[src/rtl/hexrec_pkg.sv]
package hexrec_pkg;
  localparam int BYTE_W = 8;
  localparam int ADDR_W = 2 * BYTE_W;
  localparam logic [BYTE_W-1:0] REC_MARK  = 8'h3A;
  localparam logic [BYTE_W-1:0] TYPE_DATA = 8'h00;
  localparam logic [BYTE_W-1:0] TYPE_EOF  = 8'h01;

  typedef enum logic [2:0] {
    F_HUNT, F_COUNT, F_ADDR_HI, F_ADDR_LO, F_TYPE, F_DATA, F_CHECK
  } field_e;
endpackage

[src/rtl/hexrec_nibble.sv]
module hexrec_nibble #(
  parameter int CHAR_W = 8
) (
  input  logic [CHAR_W-1:0] ch,
  output logic              is_hex,
  output logic [3:0]        nib
);
  logic [CHAR_W-1:0] diff;

  always_comb begin
    is_hex = 1'b1;
    diff   = '0;
    if (ch >= 8'h30 && ch <= 8'h39)      diff = ch - 8'h30;
    else if (ch >= 8'h41 && ch <= 8'h46) diff = ch - 8'h37;
    else if (ch >= 8'h61 && ch <= 8'h66) diff = ch - 8'h57;
    else                                 is_hex = 1'b0;
    nib = diff[3:0];
  end
endmodule

[src/rtl/hexrec_sum.sv]
module hexrec_sum #(
  parameter int W = 8
) (
  input  logic         clk,
  input  logic         rst,
  input  logic         clear,
  input  logic         add,
  input  logic [W-1:0] val,
  output logic [W-1:0] sum
);
  always_ff @(posedge clk) begin
    if (rst || clear) sum <= '0;
    else if (add)     sum <= sum + val;
  end
endmodule

[src/rtl/hexrec_wrport.sv]
module hexrec_wrport #(
  parameter int AW = 16,
  parameter int DW = 8
) (
  input  logic          clk,
  input  logic          rst,
  input  logic          issue,
  input  logic [AW-1:0] issue_addr,
  input  logic [DW-1:0] issue_data,
  input  logic          wr_ready,
  output logic          wr_valid,
  output logic [AW-1:0] wr_addr,
  output logic [DW-1:0] wr_data
);
  always_ff @(posedge clk) begin
    if (rst) begin
      wr_valid <= 1'b0;
      wr_addr  <= '0;
      wr_data  <= '0;
    end else if (issue) begin
      wr_valid <= 1'b1;
      wr_addr  <= issue_addr;
      wr_data  <= issue_data;
    end else if (wr_valid && wr_ready) begin
      wr_valid <= 1'b0;
    end
  end

  AST_WR_HOLD: assert property (@(posedge clk) disable iff (rst)
    (wr_valid && !wr_ready) |=> (wr_valid && $stable(wr_addr) && $stable(wr_data)));
endmodule

[src/rtl/hexrec_loader.sv]
module hexrec_loader
  import hexrec_pkg::*;
(
  input  logic              clk,
  input  logic              rst,
  input  logic              char_valid,
  input  logic [BYTE_W-1:0] char_data,
  output logic              char_ready,
  output logic              wr_valid,
  input  logic              wr_ready,
  output logic [ADDR_W-1:0] wr_addr,
  output logic [BYTE_W-1:0] wr_data,
  output logic              rec_ok,
  output logic              cksum_err,
  output logic              fmt_err,
  output logic              eof,
  output logic [ADDR_W-1:0] start_addr
);
  field_e            state_q;
  logic              phase_q;
  logic [3:0]        hi_q;
  logic [BYTE_W-1:0] cnt_q, rem_q, type_q, sum_q;
  logic [ADDR_W-1:0] addr_q;

  logic              is_hex;
  logic [3:0]        nib;
  logic              take, opening, byte_done, issue;
  logic [BYTE_W-1:0] cur_byte, total;

  hexrec_nibble #(.CHAR_W(BYTE_W)) u_nib (.ch(char_data), .is_hex(is_hex), .nib(nib));

  assign char_ready = !(wr_valid && !wr_ready);
  assign take       = char_valid && char_ready;
  assign opening    = take && (state_q == F_HUNT) && (char_data == REC_MARK);
  assign byte_done  = take && (state_q != F_HUNT) && is_hex && phase_q;
  assign cur_byte   = {hi_q, nib};
  assign total      = sum_q + cur_byte;
  assign issue      = byte_done && (state_q == F_DATA) && (type_q == TYPE_DATA);

  hexrec_sum #(.W(BYTE_W)) u_sum (
    .clk(clk), .rst(rst), .clear(opening),
    .add(byte_done && (state_q != F_CHECK)), .val(cur_byte), .sum(sum_q)
  );

  hexrec_wrport #(.AW(ADDR_W), .DW(BYTE_W)) u_wr (
    .clk(clk), .rst(rst), .issue(issue), .issue_addr(addr_q), .issue_data(cur_byte),
    .wr_ready(wr_ready), .wr_valid(wr_valid), .wr_addr(wr_addr), .wr_data(wr_data)
  );

  always_ff @(posedge clk) begin
    if (rst) begin
      state_q    <= F_HUNT;
      phase_q    <= 1'b0;
      hi_q       <= '0;
      cnt_q      <= '0;
      rem_q      <= '0;
      type_q     <= '0;
      addr_q     <= '0;
      rec_ok     <= 1'b0;
      cksum_err  <= 1'b0;
      fmt_err    <= 1'b0;
      eof        <= 1'b0;
      start_addr <= '0;
    end else begin
      rec_ok    <= 1'b0;
      cksum_err <= 1'b0;
      fmt_err   <= 1'b0;
      if (take) begin
        if (state_q == F_HUNT) begin
          if (opening) begin
            state_q <= F_COUNT;
            phase_q <= 1'b0;
            eof     <= 1'b0;
          end
        end else if (!is_hex) begin
          fmt_err <= 1'b1;
          state_q <= F_HUNT;
          phase_q <= 1'b0;
        end else if (!phase_q) begin
          hi_q    <= nib;
          phase_q <= 1'b1;
        end else begin
          phase_q <= 1'b0;
          case (state_q)
            F_COUNT: begin
              cnt_q   <= cur_byte;
              rem_q   <= cur_byte;
              state_q <= F_ADDR_HI;
            end
            F_ADDR_HI: begin
              addr_q  <= {cur_byte, addr_q[BYTE_W-1:0]};
              state_q <= F_ADDR_LO;
            end
            F_ADDR_LO: begin
              addr_q  <= {addr_q[ADDR_W-1:BYTE_W], cur_byte};
              state_q <= F_TYPE;
            end
            F_TYPE: begin
              type_q  <= cur_byte;
              state_q <= (cnt_q == '0) ? F_CHECK : F_DATA;
            end
            F_DATA: begin
              if (type_q == TYPE_DATA) addr_q <= addr_q + 1'b1;
              rem_q <= rem_q - 1'b1;
              if (rem_q == 8'd1) state_q <= F_CHECK;
            end
            F_CHECK: begin
              state_q <= F_HUNT;
              if (total == '0) begin
                rec_ok <= 1'b1;
                if (type_q == TYPE_EOF) begin
                  eof        <= 1'b1;
                  start_addr <= addr_q;
                end
              end else begin
                cksum_err <= 1'b1;
              end
            end
            default: state_q <= F_HUNT;
          endcase
        end
      end
    end
  end

  AST_STATUS_EXCL: assert property (@(posedge clk) disable iff (rst)
    $countones({rec_ok, cksum_err, fmt_err}) <= 1);
  AST_VERDICT_CLOSES: assert property (@(posedge clk) disable iff (rst)
    (rec_ok || cksum_err) |-> (state_q == F_HUNT));
  AST_FMT_ABANDON: assert property (@(posedge clk) disable iff (rst)
    fmt_err |-> (state_q == F_HUNT));
  AST_EOF_WITH_OK: assert property (@(posedge clk) disable iff (rst)
    $rose(eof) |-> rec_ok);
  AST_WRITE_TYPE: assert property (@(posedge clk) disable iff (rst)
    $rose(wr_valid) |-> ($past(type_q) == TYPE_DATA));
endmodule

[config.mk]
export PLATFORM = sky130hd
export DESIGN_NAME = hexrec_loader
export DESIGN_NICKNAME = d
export VERILOG_FILES = /design/src/rtl/hexrec_pkg.sv /design/src/rtl/hexrec_nibble.sv /design/src/rtl/hexrec_sum.sv /design/src/rtl/hexrec_wrport.sv /design/src/rtl/hexrec_loader.sv
export SDC_FILE = /design/constraint.sdc
export NUM_CORES = 1
export LEC_CHECK = 0
export BUFFER_PORTS_ARGS = -buffer_cell sky130_fd_sc_hd__buf_2
export CAP_MARGIN = 10
export CELL_PAD_IN_SITES_DETAIL_PLACEMENT = 1
export CELL_PAD_IN_SITES_GLOBAL_PLACEMENT = 2
export CORE_MARGIN = 3
export CORE_UTILIZATION = 39
export CTS_CLUSTER_SIZE = 28
export DETAILED_ROUTE_END_ITERATION = 10
export PLACE_DENSITY = 0.86
export SLEW_MARGIN = 20
export SYNTH_ARGS = -nofsm -noshare
export SYNTH_HDL_FRONTEND = slang
export SYNTH_HIERARCHICAL = 1
export SYNTH_SLANG_ARGS = --single-unit
[constraint.sdc]
create_clock -name clk -period 5.7 [get_ports clk]
set_input_delay 0 -clock clk [delete_from_list [all_inputs] [get_ports clk]]
set_output_delay 0 -clock clk [all_outputs]
set_load 0.01 [all_outputs]
Word-level counts from Yosys, hierarchy flattened:

Index checks and enable logic that the tools add are counted.

* register bits: 101
* output and inout port bits: 46
* bits of input ports: 12
* logic and storage cells: 124

* bitwise gates (word level): 7
* reduce and logical (&&, ||, !) cells: 43
* equal/unequal tests: 14
* muxes and demuxes: 31
* add/subtract/negate cells: 6
* order comparisons: 6

Operator list (number)
* 16-bit case mux with 3 select lines: 1
* 7-bit AND reduction: 4
* 8-bit logical NOT: 3
* 1-bit 2-to-1 mux: 18
* 2-bit nonzero test: 9
* 16-bit by 1-bit adder with 16-bit output, second input constant: 1
* 8-bit by 1-bit equality test with 1-bit output, second input constant: 2
* 8-bit by 7-bit >= comparator with 1-bit output, second input constant: 2
* 8-bit by 7-bit <= comparator with 1-bit output, second input constant: 2
* 16-bit 2-to-1 mux: 1
* 8-bit case mux with 2 select lines: 1
* 3-bit 2-to-1 mux: 5
* 3-bit case mux with 5 select lines: 1
* 5-bit AND reduction: 3
* 1-bit logical AND: 14
* 4-bit 2-to-1 mux: 3
* 3-bit equality test, second input constant: 3
* 8-bit adder: 1
* 8-bit by 6-bit equality test with 1-bit output, second input constant: 1
* 8-bit by 6-bit >= comparator with 1-bit output, second input constant: 1
* 8-bit by 6-bit <= comparator with 1-bit output, second input constant: 1
* 4-bit AND reduction: 2
* 4-bit by 3-bit subtractor with 4-bit output, second input constant: 2
* 8-bit by 1-bit subtractor with 8-bit output, second input constant: 1
* other kinds (16): 25

Longest topological paths before layout:

* depth after elaboration: 12
* gate-level depth with buffers: 13

Hierarchy:

The synthesis kept the hierarchy.

Modules (own cells, without submodules)
* hexrec_loader: cells each 471, area an instance 3985.1 um^2, times used 1
* hexrec_wrport: cells each 82, area an instance 910.9 um^2, times used 1
* hexrec_sum: cells each 65, area an instance 581.8 um^2, times used 1
* hexrec_nibble: cells each 25, area an instance 190.2 um^2, times used 1

Least setup slack after synthesis:

Ideal clock, no wire load.

* path type: input -> register
* from: input port char_data[4]
* to: register start_addr[10]
* path slack: 2325 ps
* stages: 9
* library setup time: 132 ps
* buffers on the path: 1
* arrival: 3242 ps
* cells stage by stage: or4b_4 o21ai_0 ha_1 and3_1 or4_1 a2111o_1 buf_6 o41ai_2 a21oi_1

* longest elaborated chain between the ends: 8
* elaborated cells on any way between the ends: 18
* classes of those cells: add/sub (1); order compare (6); mux (6); reduce/logical (5)

Ends and longest elaborated chain
* start: declaration: RTL line hexrec_loader.sv:7 `input logic [BYTE_W-1:0] char_data,`
* 8-bit by 7-bit >= comparator with 1-bit output / 8-bit by 7-bit <= comparator with 1-bit output (equally long branches): RTL line hexrec_nibble.sv:15 `else if (ch >= 8'h61 && ch <= 8'h66) diff = ch - 8'h57;`
* 1-bit logical AND: RTL line hexrec_nibble.sv:15
* 4-bit 2-to-1 mux: RTL line hexrec_nibble.sv:15
* 4-bit 2-to-1 mux: RTL line hexrec_nibble.sv:14 `else if (ch >= 8'h41 && ch <= 8'h46) diff = ch - 8'h37;`
* 4-bit 2-to-1 mux (*): RTL line hexrec_nibble.sv:13 `if (ch >= 8'h30 && ch <= 8'h39) diff = ch - 8'h30;`
* via nib[2]: RTL line hexrec_loader.sv:26 `logic [3:0] nib;`
* 8-bit adder (*): RTL line hexrec_loader.sv:37 `assign total = sum_q + cur_byte;`
* 8-bit logical NOT (*): RTL line hexrec_loader.sv:109 `if (total == '0) begin`
* 7-bit AND reduction (no source line) (*)
* end signal: assignment: RTL line hexrec_loader.sv:113 `start_addr <= addr_q;`
* end: declaration: RTL line hexrec_loader.sv:17 `output logic [ADDR_W-1:0] start_addr`

The timed path passes the listed nets; every way through them passes the cells marked *.
A chain may end at the register's enable or synchronous reset.

Worst setup path after layout:

* from: input port char_data[7]
* to: register rec_ok

* longest elaborated chain between the ends: 8
* elaborated cells on any way between the ends: 20
* classes of those cells: add/sub (1); order compare (6); mux (7); bitwise (1); reduce/logical (5)

Ends and longest elaborated chain
* 8-bit by 7-bit >= comparator with 1-bit output / 8-bit by 7-bit <= comparator with 1-bit output (equally long branches): RTL line hexrec_nibble.sv:15
* 1-bit logical AND: RTL line hexrec_nibble.sv:15
* 4-bit 2-to-1 mux: RTL line hexrec_nibble.sv:15
* 4-bit 2-to-1 mux: RTL line hexrec_nibble.sv:14
* 4-bit 2-to-1 mux (*): RTL line hexrec_nibble.sv:13
* via nib[0]: RTL line hexrec_loader.sv:26
* 8-bit adder (*): RTL line hexrec_loader.sv:37
* 8-bit logical NOT (*): RTL line hexrec_loader.sv:109
* 1-bit 2-to-1 mux (*): RTL line hexrec_loader.sv:109
* end signal: assignment: RTL line hexrec_loader.sv:59 `rec_ok <= 1'b0;`
* end signal: assignment: RTL line hexrec_loader.sv:65 `rec_ok <= 1'b0;`
* end signal: assignment: RTL line hexrec_loader.sv:110 `rec_ok <= 1'b1;`
* end: declaration: RTL line hexrec_loader.sv:13 `output logic rec_ok,`

Marks and branches as above.

==> flow_summary.yaml <==
synth:
  yosysUniqueCellTypes: 74
  synth_top_family_by_area: "compound AO/OA/AOI/OAI gates"
  syn_inst: 643
  synth_nets: 677
  synth_flop_cell: "dfxtp_1"
  ys_seq_elements: 101
  ys_seq_area_share_pct: 35.7
  synth_compound_area_share_pct: 26.0
  syn_area_um2: 5670
  synthSimpleGateAreaFrac_pct: 18.8
  ys_top_cells_by_count: "dfxtp_1 (101), nor2_1 (66), a21oi_1 (59)"
  yosysTopAreaCell: "dfxtp_1"
  synth.area.top_cells: "dfxtp_1 (36%), mux2i_1 (7.2%), a21oi_1 (5.2%), ha_1 (4.4%), nor2_1 (4.4%)"
  syn_area_per_cell_um2: 8.81
  synth-adder-area-share_pct: 5.12
  yosys_warnings: 6
  synth_enable_flop_cells: 0
  synth_xor_area_share_pct: 1.70
  synth_top_area_share_pct: 35.7
  synth_mux_area_share_pct: 7.24
  yosysMostFrequentCell: "dfxtp_1"
  synthArstFlopShare_pct: 0
floorplan:
  core_area_um2: 14000
  die_w_um: 127
  io_pins: 58
  dieArea_um2: 16000
  start_util_pct: 40.4
  rows: 43
  die_y_um: 127
global_route:
  overflow: 0
  first_global_vias: 5233
  use_met2_pct: 36.3
  grt_util_met1_pct: 29.0
  grt-busiest-layer: "met2"
  grt_antenna_before_repair: 0
  grt_use_met3_pct: 3.96
  globalRouteTotalUtil_pct: 21.6
  grt_pass1_wl_mm: 28.1
  grt_max_degree: 54
place:
  port-buffer-count: 57
  gp_congestion: 0.834
  place.detailed.hpwl_mm: 12.1
  placed_cells: 838
  placed_area_um2: 5970
pwr:
  p_clk_share_pct: 45.0
  swShare_pct: 25.3
  intPower_mw: 1.03
  powerDensity_nw_per_um2: 219
  power_frac_comb_pct: 3.7
  ir_worst_vdd_uv: 163
  power_leakage_nw: 2.39
  seqPwrFrac_pct: 51.3
  p_switching_uw: 348
final_layout:
  synthToLayoutAreaGrowth_pct: 10.8
  fill_cells: 1657
  final_cell_area_um2: 6280
  nets: 705
  drive_gt1_share_pct: 16.3
  diodes: 0
  final_cells: 856
  final_util_pct: 44.7
drt:
  postRouteAntennaNets: 0
  drt_iter0_markers: 331
  viasPerCell: 6.05
  first_pass_iters: 4
  drc: 0
  vias: 5183
  wl_mm: 17.4
  wire_per_inst_um: 20.3
clock_network:
  clockBufferDepth: 2
  h-tree-depth: 3
  ctsHoldBuffers: 2
  cts-root-buf: "clkbuf_16"
  clk_pin_slew_ns: 0.08
  cts_repair_resize_count: 0
  cts-buffers-inserted: 9
  clk_latency_ns: 0.36
  cts_setup_buffers: 0
  cts_tree: "yes"
  cts_sinks: 101
worst_setup_path:
  cpMaxStageDelayCell: "a2111oi_2"
  critical_path_required_ns: 6.00
  arrival_ns: 4.17
  path_buf_inv: 1
  cp-end-kind: "flop"
  rrSetupSlack_ns: 2.20
  cpPeakStageDelay_ns: 0.66
  crit_chain: "buf_2 -> nor4bb_1 -> a21boi_0 -> a21o_1 -> ha_1 -> fa_1 -> nor3_1 -> o2111ai_2 -> a2111oi_2 -> and3_1"
  start_kind: "input port"
  worstPathMaxFanout: 17
  cp_top_family: "compound AO/OA/AOI/OAI gates"
  worstSetupPathType: "input port to flop"
timing:
  hold_viol: 0
  skew_ns: 0.0141
  finalSetupViolations: 0
  min_period_ns: 3.87
  rsz0062_at_grt: "false"
  setup_tns_ns: 0
  worstMarginPinSlew_ns: 1.09
  fmax_mhz: 258
  fin_crit_sh_pct: 68.0
  report.final.slew_viol_count: 0
  slew_headroom_pct: 27.3
min_path:
  hold_class: "input port to flop"
outcome:
  status: "completed"
job:
  cap_violations: 0
==> power groups by stage <==
stage / Clock [mW] / Sequential [mW] / Combinational [mW]
after global placement: 0 / 0.722 / 0.0478
after floorplan: 0 / 0.722 / 0.0322
after CTS: 0.633 / 0.705 / 0.0513
after detailed placement: 0 / 0.722 / 0.0500
final: 0.618 / 0.705 / 0.0514
after global routing: 0.663 / 0.705 / 0.0563
==> cell type report <==
| cell class | count | area [um^2] | share of cell area, % |
|---|---|---|---|
| Clock buffer | 9 | 225 | 3.58 |
| Multi-Input combinational cell | 478 | 3340 | 53.2 |
| Clock inverter | 7 | 65.1 | 1.04 |
| Timing Repair Buffer | 63 | 335 | 5.34 |
| Sequential cell | 101 | 2020 | 32.2 |
| Tap cell | 180 | 225 | 3.58 |
| Inverter | 18 | 67.6 | 1.08 |
==> logic make-up after synthesis <==
group           after synthesis
simple gates                209
compound gates              195
flops                       101
buf+inv                      64
mux                          41
fa+ha+maj                    22
xor+xnor                     11
==> layout by cell type, fill, tap and decap left out, types with 7 or more instances in the layout <==
master / count
o41ai_1: 7
nand3_1: 11
clkbuf_16: 9
o32ai_1: 7
or3_1: 7
and3_1: 8
inv_1: 18
o21ai_0: 26
dfxtp_1: 101
nand2_1: 44
a21oi_1: 58
nor3_1: 16
nor4_1: 7
o2111ai_1: 16
ha_1: 20
mux2i_1: 41
o41ai_2: 10
buf_2: 57
nor2_1: 66
==> flip-flops by register name, summed over array words and instances, names as in the netlist <==
name,flops
rec_ok,1
addr_q,16
start_addr,16
cksum_err,1
u_wr/wr_valid,1
phase_q,1
u_wr/wr_data,8
rem_q,8
type_q,8
eof,1
fmt_err,1
cnt_q,8
state_q,3
hi_q,4
u_wr/wr_addr,16
u_sum/sum,8
==> worst min-delay path, delay by kind of cell <==
family                 cells  cell delay, ns
AND/OR/NAND/NOR            2            0.18
buffers and inverters      1            0.11
AO/OA/AOI/OAI              2            0.21
==> final timing paths <==
kind | from | endpoint | cells after the start
max reg2reg | hi_q[2]$_SDFFE_PP0P_ | cksum_err$_SDFF_PP0_ | 6
max | char_data[7] | rec_ok$_SDFF_PP0_ | 10
min | char_data[4] | state_q[1]$_SDFFE_PP0P_ | 5
min reg2reg | start_addr[9]$_SDFFE_PP0P_ | start_addr[9]$_SDFFE_PP0P_ | 2
==> stage by stage <==
stage | setup WS [ns] | hold WS, ns | power, mW
2_1_floorplan | 2.33 | 0.146 | 0.754
3_3_place_gp | 1.68 | 0.278 | 0.769
3_5_place_dp | 1.53 | 0.286 | 0.772
4_1_cts | 1.89 | 0.175 | 1.39
5_1_grt | 1.61 | 0.242 | 1.42
6_report | 1.83 | 0.196 | 1.37
==> routing by layer <==
layer / wire length [um] / up-vias
met2: 8320 / 104
li1: - / 2468
met4: 242 / 0
met3: 672 / 18
met1: 8140 / 2593
met5: 0 / -
(Power assumes the default switching activity.)
